==> config.mk <==
export PLATFORM = sky130hd
export DESIGN_NAME = hs_chirp_ctrl
export DESIGN_NICKNAME = d
export VERILOG_FILES = /design/src/rtl/hs_chirp_pkg.sv /design/src/rtl/hs_chirp_timer.sv /design/src/rtl/hs_chirp_filter.sv /design/src/rtl/hs_chirp_ctrl.sv
export SDC_FILE = /design/constraint.sdc
export NUM_CORES = 1
export LEC_CHECK = 0
export BUFFER_PORTS_ARGS = -buffer_cell sky130_fd_sc_hd__clkbuf_2
export CAP_MARGIN = 20
export CORE_MARGIN = 5
export CORE_UTILIZATION = 64
export DETAILED_ROUTE_END_ITERATION = 7
export PLACE_DENSITY = 0.84
export SETUP_SLACK_MARGIN = 0.02
export SLEW_MARGIN = 20
export SYNTH_ARGS = -nofsm -noshare
export SYNTH_HDL_FRONTEND = slang
export SYNTH_HIERARCHICAL = 1
export SYNTH_SLANG_ARGS = --single-unit
==> constraint.sdc <==
create_clock -name clk -period 5.6 [get_ports clk]
set_input_delay 1.12 -clock clk [delete_from_list [all_inputs] [get_ports clk]]
set_output_delay 1.12 -clock clk [all_outputs]
set_load 0.005 [all_outputs]
==> src/rtl/hs_chirp_pkg.sv <==
package hs_chirp_pkg;

  localparam logic [1:0] LS_SE0 = 2'b00;
  localparam logic [1:0] LS_J   = 2'b01;
  localparam logic [1:0] LS_K   = 2'b10;

  localparam logic [1:0] OPM_NORMAL  = 2'b00;
  localparam logic [1:0] OPM_RAW_TX  = 2'b10;

  typedef enum logic [2:0] {
    ST_SUSP   = 3'd0,
    ST_CHIRP  = 3'd1,
    ST_DETECT = 3'd2,
    ST_HS     = 3'd3,
    ST_FS     = 3'd4
  } hs_state_e;

  // true on the final cycle of a window of 'limit' cycles
  function automatic logic is_last(input int unsigned count, input int unsigned limit);
    return count == limit - 1;
  endfunction

  // next run length of an unchanged line state, saturating at 'limit'
  function automatic int unsigned next_run(input logic same, input int unsigned run,
                                           input int unsigned limit);
    if (!same) return 1;
    if (run >= limit) return limit;
    return run + 1;
  endfunction

endpackage

==> src/rtl/hs_chirp_timer.sv <==
module hs_chirp_timer #(
  parameter int unsigned LIMIT = 66000
) (
  input  logic clk,
  input  logic rst,
  input  logic en,
  output logic done
);
  localparam int W = $clog2(LIMIT + 1);

  logic [W-1:0] cnt;

  always_ff @(posedge clk) begin
    if (rst || !en) cnt <= '0;
    else            cnt <= cnt + 1'b1;
  end

  assign done = en && hs_chirp_pkg::is_last(32'(cnt), LIMIT);
endmodule

==> src/rtl/hs_chirp_filter.sv <==
module hs_chirp_filter #(
  parameter int unsigned STABLE = 150
) (
  input  logic       clk,
  input  logic       rst,
  input  logic       en,
  input  logic [1:0] line_state,
  output logic       k_hit,
  output logic       j_hit
);
  import hs_chirp_pkg::*;
  localparam int W = $clog2(STABLE + 1);

  logic [1:0]   ls_q;
  logic [W-1:0] run;
  logic [W-1:0] run_n;
  logic         same;
  logic         hit;

  always_comb begin
    same  = (line_state == ls_q);
    run_n = W'(next_run(same, 32'(run), STABLE));
    hit   = (run_n == W'(STABLE)) && !(same && run == W'(STABLE));
  end

  always_ff @(posedge clk) begin
    if (rst || !en) begin
      ls_q <= LS_SE0;
      run  <= '0;
    end else begin
      ls_q <= line_state;
      run  <= run_n;
    end
  end

  assign k_hit = en && hit && (line_state == LS_K);
  assign j_hit = en && hit && (line_state == LS_J);
endmodule

==> src/rtl/hs_chirp_ctrl.sv <==
module hs_chirp_ctrl #(
  parameter int unsigned CHIRP_CYCLES   = 66000,
  parameter int unsigned STABLE_CYCLES  = 150,
  parameter int unsigned PAIRS_NEEDED   = 3,
  parameter int unsigned TIMEOUT_CYCLES = 360000
) (
  input  logic       clk,
  input  logic       rst,
  input  logic [1:0] line_state,
  output logic       suspend_n,
  output logic [1:0] op_mode,
  output logic       xcvr_sel,
  output logic       term_sel,
  output logic       tx_valid,
  output logic [7:0] tx_data,
  output logic       hs_mode
);
  import hs_chirp_pkg::*;
  localparam int PW = $clog2(PAIRS_NEEDED + 1);

  hs_state_e state;
  logic          want_j;
  logic [PW-1:0] pairs;

  // named internal events
  logic chirp_done;
  logic tmo_done;
  logic k_hit;
  logic j_hit;
  logic pair_done;
  logic last_pair;

  hs_chirp_timer #(.LIMIT(CHIRP_CYCLES)) u_chirp_timer (
    .clk (clk),
    .rst (rst),
    .en  (state == ST_CHIRP),
    .done(chirp_done)
  );

  hs_chirp_timer #(.LIMIT(TIMEOUT_CYCLES)) u_tmo_timer (
    .clk (clk),
    .rst (rst),
    .en  (state == ST_DETECT),
    .done(tmo_done)
  );

  hs_chirp_filter #(.STABLE(STABLE_CYCLES)) u_filter (
    .clk       (clk),
    .rst       (rst),
    .en        (state == ST_DETECT),
    .line_state(line_state),
    .k_hit     (k_hit),
    .j_hit     (j_hit)
  );

  assign pair_done = j_hit && want_j;
  assign last_pair = pair_done && (pairs == PW'(PAIRS_NEEDED - 1));

  always_ff @(posedge clk) begin
    if (rst) begin
      state  <= ST_SUSP;
      want_j <= 1'b0;
      pairs  <= '0;
    end else begin
      unique case (state)
        ST_SUSP:   if (line_state == LS_SE0) state <= ST_CHIRP;
        ST_CHIRP:  if (chirp_done) state <= ST_DETECT;
        ST_DETECT: begin
          if (k_hit && !want_j) want_j <= 1'b1;
          if (pair_done) begin
            want_j <= 1'b0;
            pairs  <= pairs + 1'b1;
          end
          if (last_pair)     state <= ST_HS;
          else if (tmo_done) state <= ST_FS;
        end
        ST_HS:     state <= ST_HS;
        ST_FS:     state <= ST_FS;
        default:   state <= ST_SUSP;
      endcase
    end
  end

  // suspend release does not wait for a clock edge
  assign suspend_n = (state != ST_SUSP) || (line_state == LS_SE0);

  assign tx_valid = (state == ST_CHIRP);
  assign tx_data  = 8'h00;
  assign op_mode  = (state == ST_CHIRP) ? OPM_RAW_TX : OPM_NORMAL;
  assign xcvr_sel = !((state == ST_CHIRP) || (state == ST_DETECT) || (state == ST_HS));
  assign term_sel = (state != ST_HS);
  assign hs_mode  = (state == ST_HS);
endmodule

[Yosys cells after proc, flatten, opt, wreduce, memory -nomap -nowiden]
Index checks and enable logic that the tools add are counted.
Storage, ports and cells
  bits of input ports: 4
  logic and storage cells: 69
  output and inout port bits: 15
  register bits: 52
Operators by class
  reductions and logical operators: 27
  multiplexer cells: 14
  add/sub/neg operators: 4
  eq/ne operators: 16
  magnitude comparators: 1
Operator list (number)
  8-bit 2-to-1 mux: 3
  19-bit by 1-bit adder with 19-bit output, second input constant: 1
  19-bit equality test, second input constant: 1
  17-bit by 1-bit adder with 17-bit output, second input constant: 1
  17-bit equality test, second input constant: 1
  8-bit equality test, second input constant: 2
  3-bit case mux with 5 select lines: 1
  3-bit 2-to-1 mux: 4
  1-bit logical AND: 10
  8-bit by 1-bit adder with 8-bit output, second input constant: 1
  8-bit greater-or-equal comparator, second input constant: 1
  3-bit by 2-bit equality test with 1-bit output, second input constant: 2
  1-bit logical NOT: 5
  1-bit logical OR: 5
  1-bit 2-to-1 mux: 5
  2-bit equality test, second input constant: 2
  2-bit != test, second input constant: 2
  2-bit AND reduction: 2
  3-bit by 1-bit equality test with 1-bit output, second input constant: 1
  3-bit equality test, second input constant: 1
  3-bit logical NOT: 1
  3-bit by 2-bit != test with 1-bit output, second input constant: 1
  3-bit != test, second input constant: 1
  3-bit AND reduction: 1
  7 further kinds: 7

[Logic depth before layout (Yosys ltp)]
  word-level depth: 13
  mapped depth: 9

[By module]
The synthesis kept the hierarchy.
By module, submodules not included
  hs_chirp_timer (u_tmo_timer): sequential area each 380.4 µm², cells an instance 100, times used 1, area an instance 884.6 µm²
  hs_chirp_timer (u_chirp_timer): sequential area each 340.3 µm², cells an instance 90, times used 1, area an instance 764.5 µm²
  hs_chirp_filter: sequential area each 200.2 µm², cells an instance 60, times used 1, area an instance 524.3 µm²
  hs_chirp_ctrl: sequential area each 120.1 µm², cells an instance 50, times used 1, area an instance 426.7 µm²

[Worst setup path after synthesis]
OpenSTA, ideal clock, no wires.
  kind: input -> register
  from: input port line_state[1]
  to: register pairs[0]
  arrival time: 2721 ps
  cell stages on the path: 6
  path slack: 2758 ps
  path through: xor2_1 nor4_1 nand4_1 a2111oi_2 and3_4 mux2_4
Between the ends
  word-level cells in the longest chain between the ends: 11
  elaborated cells on any way between the ends: 14
  those cells by class: eq/ne: 3; mux: 4; reduce/logical: 7
RTL lines
  from (decl): line hs_chirp_ctrl.sv:9  | input logic [1:0] line_state,
  2-bit equality test: line hs_chirp_filter.sv:21  | same = (line_state == ls_q);
  1-bit 2-to-1 mux: line hs_chirp_pkg.sv:26  | if (!same) return 1;
  8-bit 2-to-1 mux: line hs_chirp_pkg.sv:27  | if (run >= limit) return limit;
  8-bit 2-to-1 mux: line hs_chirp_pkg.sv:28  | return run + 1;
  8-bit 2-to-1 mux: line hs_chirp_pkg.sv:27
  8-bit equality test: line hs_chirp_filter.sv:23  | hit = (run_n == W'(STABLE)) && !(same && run == W'(STABLE));
  1-bit logical AND: line hs_chirp_filter.sv:23
  1-bit logical AND: line hs_chirp_filter.sv:37  | assign j_hit = en && hit && (line_state == LS_J);
  1-bit logical AND (*): line hs_chirp_filter.sv:37
  named net j_hit: line hs_chirp_ctrl.sv:29  | logic j_hit;
  1-bit logical AND (*): line hs_chirp_ctrl.sv:56  | assign pair_done = j_hit && want_j;
  2-bit AND reduction (no source line) (*)
  to (signal assigned): line hs_chirp_ctrl.sv:72  | pairs <= pairs + 1'b1;
  to (decl): line hs_chirp_ctrl.sv:23  | logic [PW-1:0] pairs;
The timed path passes the listed nets; every way through them passes the cells marked *.
A chain may end at the register's enable or synchronous reset.

[Worst setup path in the final report]
Ends and elaborated chain as after synthesis.

==> results.md <==
- The hold slack is 482 ps.
- The Yosys warning count is 6.
- Hold repair after CTS inserted 0 buffers.
- The most common cell in the synthesized netlist is sky130_fd_sc_hd__dfxtp_1.
- From left edge to right edge, the die measures between 70 and 80 µm.
- The number of endpoints with negative hold slack in the final report came to 0.
- The switching power is between 100 and 150 µW.
- Summed over all layers, the global routing overflow is 0.
- The count of flip-flops with a built-in enable after synthesis is 0.
- The flow ran to the end, and the final reports show no timing, DRC or antenna violations.
- The mapped netlist covers about 2600 µm².
- The data required time at the worst endpoint is approximately 5800 ps.
- The tool flagged a number of max-cap violations equal to 0.
- The post-layout instance area is ~2800 µm².
- VDD sags by at most about 0.18 mV.
- Pin placement for this block handled 19 I/O pins.
- Gates resized during post-CTS repair numbered 0.
- Counting the buffers created by CTS gives 5.
- For this run, the share of the core covered by cells in the final layout is between 60 and 70%.
- The total leakage power is 0.888 nW.
- The critical path class is input pin to register.
- The die span in y is approximately 74 µm.
- Detailed placement finished with a half-perimeter wire length of about 3.4 mm.
- The floorplan step defined a die boundary enclosing around 5400 µm².
- Of the synthesized area, sequential elements account for approximately 40%.
- The part of the power in registers is 51.0%.
- TritonCTS built the clock tree.
- The final-stage net count is ~320.
- In this run the number of H-tree levels came out at 2.
- The worst setup skew after layout is 5.22 ps.
- The number of global-route vias before repair came to between 1500 and 2000.
- The total core area is about 4000 µm².
- The worst path uses around half of the clock period.
- Setup violations remaining at the end of the flow were counted as 0.
- The flip-flop and latch count after synthesis is between 50 and 60.
- The initial antenna violation count was 0.
- The share of synthesized area in the top cell type comes to between 40% and 50%.
- The number of buffers on the longest clock path is 2.
- Ranked by total cell area, the synthesized netlist is headed by sky130_fd_sc_hd__dfxtp_1, sky130_fd_sc_hd__xnor2_1, sky130_fd_sc_hd__nor2_1.
- Along the worst path, the maximum fanout reaches 6.
- The first global-routing pass estimated between 8 and 9 mm of wire.
- Counting every instance in the synthesized netlist gives 300.
- The biggest area contributor in the post-synthesis netlist is sky130_fd_sc_hd__dfxtp_1.
- The worst setup path is launched from an input pin.
- The proportion of power drawn by combinational gates is between 1.5 and 2%.
- After synthesis, the mean cell area works out to a little under 9 µm².
- The switching power share of the total is a little under a fifth.
- After clock tree synthesis, the clock-pin slew on the worst setup and hold paths is 90 ps.
- The cell area after placement is 2620 µm².
- The transition time at the pin with the least slew margin is approximately 620 ps.
- The count of standard-cell rows is 23.
- Counting tap cells, the placed design contains a total of between 300 and 400 instances.
- The setup TNS is 0 ps.
- The clock root buffer is sky130_fd_sc_hd__clkbuf_8.
- Setup repair after global routing left no endpoint under its margin.
- The worst setup path is captured at a register.
- The count of buffers added by post-CTS timing repair for setup is 0.
- The detailed router finished its first iteration with around 140 violations.
- By count the netlist is led by sky130_fd_sc_hd__dfxtp_1, sky130_fd_sc_hd__nor2_1, sky130_fd_sc_hd__nand2_1, sky130_fd_sc_hd__xnor2_1, sky130_fd_sc_hd__nand3_1.
- The post-route non-filler standard cell count is between 300 and 400.
- The total power divided by cell area is ~260 nW/µm².
- Summing over every cut layer, the via total after detailed routing is 2065.
- The worst pin sits at a relative slew slack of about three fifths.
- The total routing usage reported by global routing is 19.7%.
- After detailed routing, the number of remaining DRC violations is 0.
- The average wire per standard cell is approximately 14 µm.
- The number of buffer cells added on primary ports is 9.
- At the end of routability-driven placement, the weighted congestion stood at 0.867.
- The starting utilization of the core area is approximately 65%.
- Data arrives at the worst endpoint at between 3000 and 4000 ps.
- The routed design has ~4.9 mm of wire.
- The area occupied by multi-input gates is around 1400 µm².
- For this run, asynchronously set or reset flops after synthesis account for 0%.
- For the finished layout, the period the worst path requires is approximately 2900 ps.
- The peak clock frequency supported by timing is 347 MHz.
- The number of optimization iterations in the first detailed-route pass is 4.
- The path class of the tightest hold or removal check is register to register.
- The prevailing post-synth register cell is sky130_fd_sc_hd__dfxtp_1.
- Counting distinct cell types in the post-synthesis netlist gives 55.
- The final number of max-transition violations was 0.
- For the worst-skew pair, the clock arrives at the later sink with an insertion delay of about 300 ps.
- The number of routed nets with antenna violations is 0.
- The number of vias per cell after detailed routing is 5.78.
- The fill cell instance count of the final layout is approximately 340.
- Of the cells placed in the final design, the portion with a size suffix greater than 1 is a little over a tenth.
- The number of diodes is 0.
- The area growth from synthesis to layout is 6.69%.
- The largest net degree at the start of global routing is 18.
- Clock tree synthesis found a total of 52 sinks.
- The power share of the clock group is 47.1%.
- Cell internal power was estimated by the tool at 598 µW.
- The storage element area is between 1000 and 1500 µm².
## worst max-delay path, cell delays in order
cell and delay, ps:
sky130_fd_sc_hd__clkbuf_2 130, sky130_fd_sc_hd__xor2_1 160, sky130_fd_sc_hd__nor2_1 280, sky130_fd_sc_hd__o2111ai_1 240, sky130_fd_sc_hd__a2111oi_2 560, sky130_fd_sc_hd__and3_4 300
sky130_fd_sc_hd__mux2_4 300
## final timing paths
| check | from | to | slack [ps] | cells after the start |
|---|---|---|---|---|
| min reg2reg | u_chirp_timer/cnt[0] | u_chirp_timer/cnt[0] | 480 | 1 |
| max reg2reg | u_filter/run[0] | pairs[0] | 2960 | 8 |
| max | line_state[1] | pairs[0] | 2720 | 7 |
| min | u_chirp_timer/cnt[0] | u_chirp_timer/cnt[0] | 480 | 1 |
## area by class of cell
cell class,count,area share [%]
Multi-Input combinational cell,228,51.5
Sequential cell,52,37.5
Clock inverter,3,3.25
Clock buffer,5,2.48
Tap cell,50,2.26
Timing Repair Buffer,9,1.62
Inverter,10,1.35
## power groups by stage
stage | combinational, mW | clock [mW] | sequential [mW]
6_report | 0.0141 | 0.344 | 0.372
5_1_grt | 0.0163 | 0.363 | 0.372
4_1_cts | 0.0141 | 0.353 | 0.372
3_5_place_dp | 0.0140 | 0 | 0.381
3_3_place_gp | 0.0138 | 0 | 0.381
2_1_floorplan | 0.0151 | 0 | 0.380
## logic make-up (layout without fill, tap and decap cells)
logic type,count (synthesis),in the layout,share of synthesized area [%]
AO/OA/AOI/OAI,39,39,9.63
XOR/XNOR,29,29,9.77
adder cells (fa/ha/maj),5,5,2.41
buffers and inverters,28,27,6.16
flip-flops,52,52,40.0
multiplexers,2,2,0.962
other,1,9,0.144
AND/OR/NAND/NOR,144,144,30.9
## per-layer routing
layer | up-vias | GRT usage, % | routed length [µm]
met5 | - | 0 | 0
li1 | 1055 | - | -
met2 | 48 | 33.2 | 2350
met1 | 953 | 24.7 | 2210
met4 | 0 | 6.64 | 70
met3 | 9 | 4.51 | 235
## placed cells by master, fill, tap and decap left out, drive strengths merged, types with 2 or more instances in the layout
| cell | synthesis | final |
|---|---|---|
| a2111oi | 2 | 2 |
| a211oi | 3 | 3 |
| a21oi | 11 | 11 |
| a31oi | 3 | 3 |
| and2 | 4 | 4 |
| and3 | 4 | 4 |
| and4 | 3 | 3 |
| bufinv | 0 | 3 |
| clkbuf | 5 | 14 |
| conb | 1 | 9 |
| dfxtp | 52 | 52 |
| ha | 5 | 5 |
| inv | 10 | 10 |
| nand2 | 21 | 21 |
| nand2b | 4 | 4 |
| nand3 | 17 | 17 |
| nand4 | 12 | 12 |
| nor2 | 35 | 35 |
| nor2b | 4 | 4 |
| nor3 | 10 | 10 |
| nor3b | 2 | 2 |
| nor4 | 11 | 11 |
| nor4b | 2 | 2 |
| o21ai | 12 | 12 |
| o31ai | 2 | 2 |
| or3 | 9 | 9 |
| or4 | 2 | 2 |
| xnor2 | 17 | 17 |
| xor2 | 12 | 12 |
## metrics by stage
stage / setup slack, ps / power [mW]
3_3_place_gp: 2490 / 0.395
4_1_cts: 2750 / 0.739
3_5_place_dp: 2410 / 0.395
2_1_floorplan: 2760 / 0.395
6_report: 2720 / 0.730
5_1_grt: 2600 / 0.752
## state kept, by name, summed over array words and instances, names as in the netlist
name / flops
pairs: 2
state: 3
u_chirp_timer/cnt: 17
u_filter/ls_q: 2
u_filter/run: 8
u_tmo_timer/cnt: 19
want_j: 1
No activity file was read; power rests on OpenSTA's default activity.
